### config.mk
export PLATFORM = sky130hd
export DESIGN_NAME = xlat_page_check
export DESIGN_NICKNAME = d
export VERILOG_FILES = /design/src/rtl/xlat_pkg.sv /design/src/rtl/xlat_page_check.sv
export SDC_FILE = /design/constraint.sdc
export NUM_CORES = 1
export LEC_CHECK = 0
export BUFFER_PORTS_ARGS = -buffer_cell sky130_fd_sc_hd__buf_2
export CORE_AREA = 2 2 101 103
export DETAILED_ROUTE_END_ITERATION = 12
export DIE_AREA = 0 0 103 105
export GPL_ROUTABILITY_DRIVEN = 0
export GPL_TIMING_DRIVEN = 0
export PLACE_DENSITY = 0.6
export REMOVE_ABC_BUFFERS = 1
export SLEW_MARGIN = 20
export SYNTH_ARGS = -nofsm -noshare
export SYNTH_HDL_FRONTEND = slang
export SYNTH_SLANG_ARGS = --single-unit
### constraint.sdc
create_clock -name vclk -period 3.25
set_clock_uncertainty 0.15 [all_clocks]
set_input_delay 0 -clock vclk [all_inputs]
set_output_delay 0 -clock vclk [all_outputs]
set_load 0.02 [all_outputs]
### src/rtl/xlat_pkg.sv
// Package: shared encodings for the translation checker.
// Holds the result codes, access kinds and entry-word field positions.
// Assumes the entry word is 64 bits with the frame number starting at bit 12.
package xlat_pkg;

    typedef enum logic [2:0] {
        RES_OK      = 3'd0,
        RES_BADADDR = 3'd1,
        RES_MISS    = 3'd2,
        RES_INVALID = 3'd3,
        RES_DIRTY   = 3'd4,
        RES_NOREAD  = 3'd5,
        RES_NOEXEC  = 3'd6,
        RES_PRIV    = 3'd7
    } xlat_res_e;

    typedef enum logic [1:0] {
        ACC_FETCH = 2'd0,
        ACC_LOAD  = 2'd1,
        ACC_STORE = 2'd2,
        ACC_RSVD  = 2'd3
    } xlat_acc_e;

    localparam int ENT_VALID  = 0;
    localparam int ENT_DIRTY  = 1;
    localparam int ENT_LVL_LO = 2;
    localparam int LVL_W      = 2;
    localparam int ENT_STRICT = 7;
    localparam int ENT_NOREAD = 61;
    localparam int ENT_NOEXEC = 62;
    localparam int FRAME_LSB  = 12;

    typedef struct packed {
        logic             valid;
        logic             dirty;
        logic             strict;
        logic             no_read;
        logic             no_exec;
        logic [LVL_W-1:0] lvl;
    } ent_flags_t;

endpackage

### src/rtl/xlat_page_check.sv
// Module: xlat_page_check
// Selects the even or odd half of a looked-up entry pair, runs the entry
// fault checks in fixed priority and forms the frame address and rights.
// Assumes a hit has already been established by the caller, acc is never
// the reserved code, and 12 <= page_shift < PA_W.
module xlat_page_check
    import xlat_pkg::*;
#(
    parameter int XLEN = 64,
    parameter int PA_W = 48,
    localparam int SH_W = $clog2(XLEN)
) (
    input  logic             clk,
    input  logic             rst_n,
    input  logic [XLEN-1:0]  vaddr,
    input  logic [1:0]       acc,
    input  logic [LVL_W-1:0] priv,
    input  logic [SH_W-1:0]  page_shift,
    input  logic [XLEN-1:0]  entry_even,
    input  logic [XLEN-1:0]  entry_odd,
    output xlat_res_e        code,
    output logic [PA_W-1:0]  pa,
    output logic             r,
    output logic             w,
    output logic             x
);

    localparam int FRAME_W = PA_W - FRAME_LSB;

    logic [XLEN-1:0]    sel;
    ent_flags_t         fl;
    logic [XLEN-1:0]    off_mask;
    logic [FRAME_W-1:0] frame;
    logic               priv_bad;
    logic               unused_ent;

    // Choose the half of the pair named by the page-size bit.
    always_comb sel = vaddr[page_shift] ? entry_odd : entry_even;

    // Decode the flag fields of the chosen half.
    always_comb begin
        fl.valid   = sel[ENT_VALID];
        fl.dirty   = sel[ENT_DIRTY];
        fl.strict  = sel[ENT_STRICT];
        fl.no_read = sel[ENT_NOREAD];
        fl.no_exec = sel[ENT_NOEXEC];
        fl.lvl     = sel[ENT_LVL_LO +: LVL_W];
        frame      = sel[PA_W-1:FRAME_LSB];
    end

    assign unused_ent = ^{sel[XLEN-1:ENT_NOEXEC+1], sel[ENT_NOREAD-1:PA_W],
                          sel[FRAME_LSB-1:ENT_STRICT+1],
                          sel[ENT_STRICT-1:ENT_LVL_LO+LVL_W]};

    // Privilege rule: at-most when relaxed, exactly-equal when strict.
    always_comb priv_bad = fl.strict ? (priv != fl.lvl) : (priv > fl.lvl);

    // Fault priority: valid, execute, read, privilege, dirty.
    always_comb begin
        if (!fl.valid)                              code = RES_INVALID;
        else if (acc == ACC_FETCH && fl.no_exec)    code = RES_NOEXEC;
        else if (acc == ACC_LOAD && fl.no_read)     code = RES_NOREAD;
        else if (priv_bad)                          code = RES_PRIV;
        else if (acc == ACC_STORE && !fl.dirty)     code = RES_DIRTY;
        else                                        code = RES_OK;
    end

    // Offset mask covering the bits below the page-size position.
    always_comb off_mask = ~({XLEN{1'b1}} << page_shift);

    // Frame address with the in-page offset merged in.
    always_comb pa = {frame, {FRAME_LSB{1'b0}}} | (vaddr[PA_W-1:0] & off_mask[PA_W-1:0]);

    // Rights granted by the chosen half.
    always_comb begin
        r = 1'b1;
        w = fl.dirty;
        x = !fl.no_exec;
    end

    // a cleared valid bit always yields the invalid code
    a_r6_invalid_first: assert property (@(posedge clk) disable iff (!rst_n)
        !fl.valid |-> code == RES_INVALID);

    // a store can only pass the entry checks on a dirty page
    a_r10_store_needs_dirty: assert property (@(posedge clk) disable iff (!rst_n)
        (acc == ACC_STORE && code == RES_OK) |-> fl.dirty);

    // a strict entry passes only at its own level
    a_r9_strict_equal: assert property (@(posedge clk) disable iff (!rst_n)
        (code == RES_OK && fl.strict) |-> priv == fl.lvl);

    // a fetch that passes never targets a no-execute page
    a_r7_fetch_exec: assert property (@(posedge clk) disable iff (!rst_n)
        (acc == ACC_FETCH && code == RES_OK) |-> x);

    // the in-page offset bits of the address follow the virtual address
    a_r11_offset_kept: assert property (@(posedge clk) disable iff (!rst_n)
        ((pa ^ vaddr[PA_W-1:0]) & off_mask[PA_W-1:0] & ~{frame, {FRAME_LSB{1'b0}}}) == '0);

endmodule

==> reports/metrics.yaml <==
global_routing:
  antenna_found_initial: 0
  grt_pass1_wl_um: 13800
  grt_max_degree: 48
  track_usage: 0.159
  overflow: 0
  grt_pass1_vias: 2818
  grt_most_used_layer: "met2"
  grt_util_met1: 0.197
  met2_usage: 0.306
  use_met3: 0.0127
placed_design:
  dpl.hpwl_um: 7530
  port_buffers: 213
route:
  vias: 2860
  first_iter_violations: 95
  dr.pass1.iters: 4
  wirelength_um: 9370
  wire_per_inst_um: 15.8
  drc: 0
  detail-route-antenna-nets: 0
  vias_per_cell: 4.83
logic_synthesis:
  syn_area_per_cell_um2: 7.23
  seq_area_frac_synth: 0
  synth_xor_area_frac: 0
  syn_inst: 271
  synth_top_family_by_area: "multiplexers"
  synth_compound_area_frac: 0.327
  synthSimpleGateAreaFrac: 0.186
  synthMuxAreaShare: 0.381
  synth_cell_types: 46
  synthAdderAreaFrac: 0.0128
  synth_area_mm2: 0.00196
  ys_warn_count: 0
critical_path:
  cp_slowest_cell: "buf_2"
  crit_path_max_fanout: 47
  path_buf_inv: 5
  cp.arrival_ps: 2890
  critPathMaxStageDelay_ps: 630
  required_ps: 3100
  cp_num_cells: 12
  crit_path_cell_trace: "buf_2, inv_1, mux2i_4, buf_16, mux2_2, ha_1, inv_1, a21oi_2, a32oi_2, a2bb2oi_2, a31oi_1, buf_2"
  crit_family: "buffers and inverters"
  cp-start-kind: "primary input"
  worst_setup_path_end_kind: "output pin"
  path_class: "in2out"
  crit_start: "page_shift[5]"
  crit_path_end: "code[2]"
timing:
  tightest_slew_ps: 836
  period_share: 0.934
  fin_setup_tns_ps: 0
  relSlewSlack: 0.443
  setup_viol: 0
  final_hold_viol_count: 0
  post-route-min-period_ps: 3040
  maxSlewViolCount: 0
  maxClockFrequency_mhz: 329
die:
  initial_utilization: 0.203
  die_w_um: 103
  io_pins: 258
  die_h_um: 105
  rows: 36
  dieArea_mm2: 0.0108
  coreArea_mm2: 0.00964
layout:
  area_growth_syn_to_layout_pct: 61.6
  drive_above_1_share: 0.505
  fin_nets: 667
  n_fill_cell: 1069
  seq_cells: 0
  layout_commonest_cell: "buf_2"
  antennaDiodeCount: 0
  seqCellArea_um2: 0
  clkbuf_count: 0
  layout_common_cells: "buf_2 (210), mux2i_1 (69), nand2_1 (38)"
pwr:
  fin_total_pwr_mw: 0.685
  ir_drop_v: 0.000118
  power.density_mw_per_mm2: 217
  leakage_nw: 1.67
job:
  cap_violations: 0
run_status:
  status: "finished, final reports clean"
min_path:
  hp-class: "in2out"
-- synth_stat cells, drive strengths merged, types with 3 or more instances --
| cell type | n | area share |
|---|---|---|
| buf | 14 | 0.054 |
| inv | 4 | 0.0077 |
| a21boi | 3 | 0.012 |
| a21oi | 9 | 0.023 |
| nand2b | 3 | 0.0096 |
| nor2 | 6 | 0.013 |
| o21ai | 18 | 0.046 |
| mux2 | 3 | 0.017 |
| mux2i | 70 | 0.36 |
| a31oi | 3 | 0.0096 |
| a22o | 3 | 0.013 |
| nor2b | 7 | 0.022 |
| clkbuf | 15 | 0.029 |
| o21a | 7 | 0.027 |
| a221o | 4 | 0.020 |
| o31a | 8 | 0.036 |
| o211ai | 12 | 0.046 |
| a22oi | 11 | 0.042 |
| nand2 | 38 | 0.073 |
| nand3 | 5 | 0.013 |
-- report_power, final --
group	leakage [nW]	switching, mW	internal [mW]
logic	1.67	0.380	0.305
registers	0	0	0
clock network	0	0	0
-- layout make-up --
type	count	area (um^2)	area share
multi-input cells	238	1820	0.575
repair buffers	217	1160	0.368
inverters	4	15.0	0.00474
well taps	133	166	0.0526
-- tightest hold or removal path, delay by kind of cell --
family | cells | cell delay (ps)
buf+inv | 2 | 240
mux | 1 | 70
-- metrics by stage --
| stage | utilization | setup slack [ps] | hold WS [ps] | cell area (um^2) | cells |
|---|---|---|---|---|---|
| after global placement | 0.314 | -1680 | 155 | 3030 | 588 |
| after CTS | 0.323 | 12.8 | 168 | 3110 | 591 |
| final | 0.328 | 215 | 166 | 3160 | 592 |
| after detailed placement | 0.320 | -1020 | 168 | 3080 | 590 |
| after floorplan | - | -372 | -1.08 | 1790 | 242 |
| after global routing | 0.328 | -23.5 | 196 | 3160 | 592 |
-- worst min path at each step --
stage / from / to / slack [ps] / cells past startpoint
global route: entry_even[62] / x / 200 / 3
finish: entry_even[62] / x / 170 / 3
CTS: entry_even[62] / x / 170 / 3
floorplan: vaddr[0] / pa[0] / -1 / 1
global placement: entry_even[62] / x / 150 / 3
detailed placement: entry_even[62] / x / 170 / 3
-- what timing repair did --
action,CTS,global route
setup endpoints to repair,26,3
hold buffers,0,0
gates resized for setup,9,8
gates cloned,0,0
setup buffers,1,1
hold endpoints to repair,0,0
-- cell families (layout without fill, tap and decap cells) --
group | count (synthesis) | count (layout)
and+or+nand+nor | 74 | 74
buffers and inverters | 33 | 221
other | 1 | 1
adders and majority gates | 2 | 2
muxes | 73 | 73
AOI/OAI and AO/OA | 88 | 88
-- per-layer routing --
layer  vias up  wire, um  share of wire
li1       1415         -              -
met1      1313      4090           0.44
met4         0        38         0.0041
met2       128      4680           0.50
met3         4       564          0.060
met5         -         0              0
No activity file was read; power rests on OpenSTA's default activity.
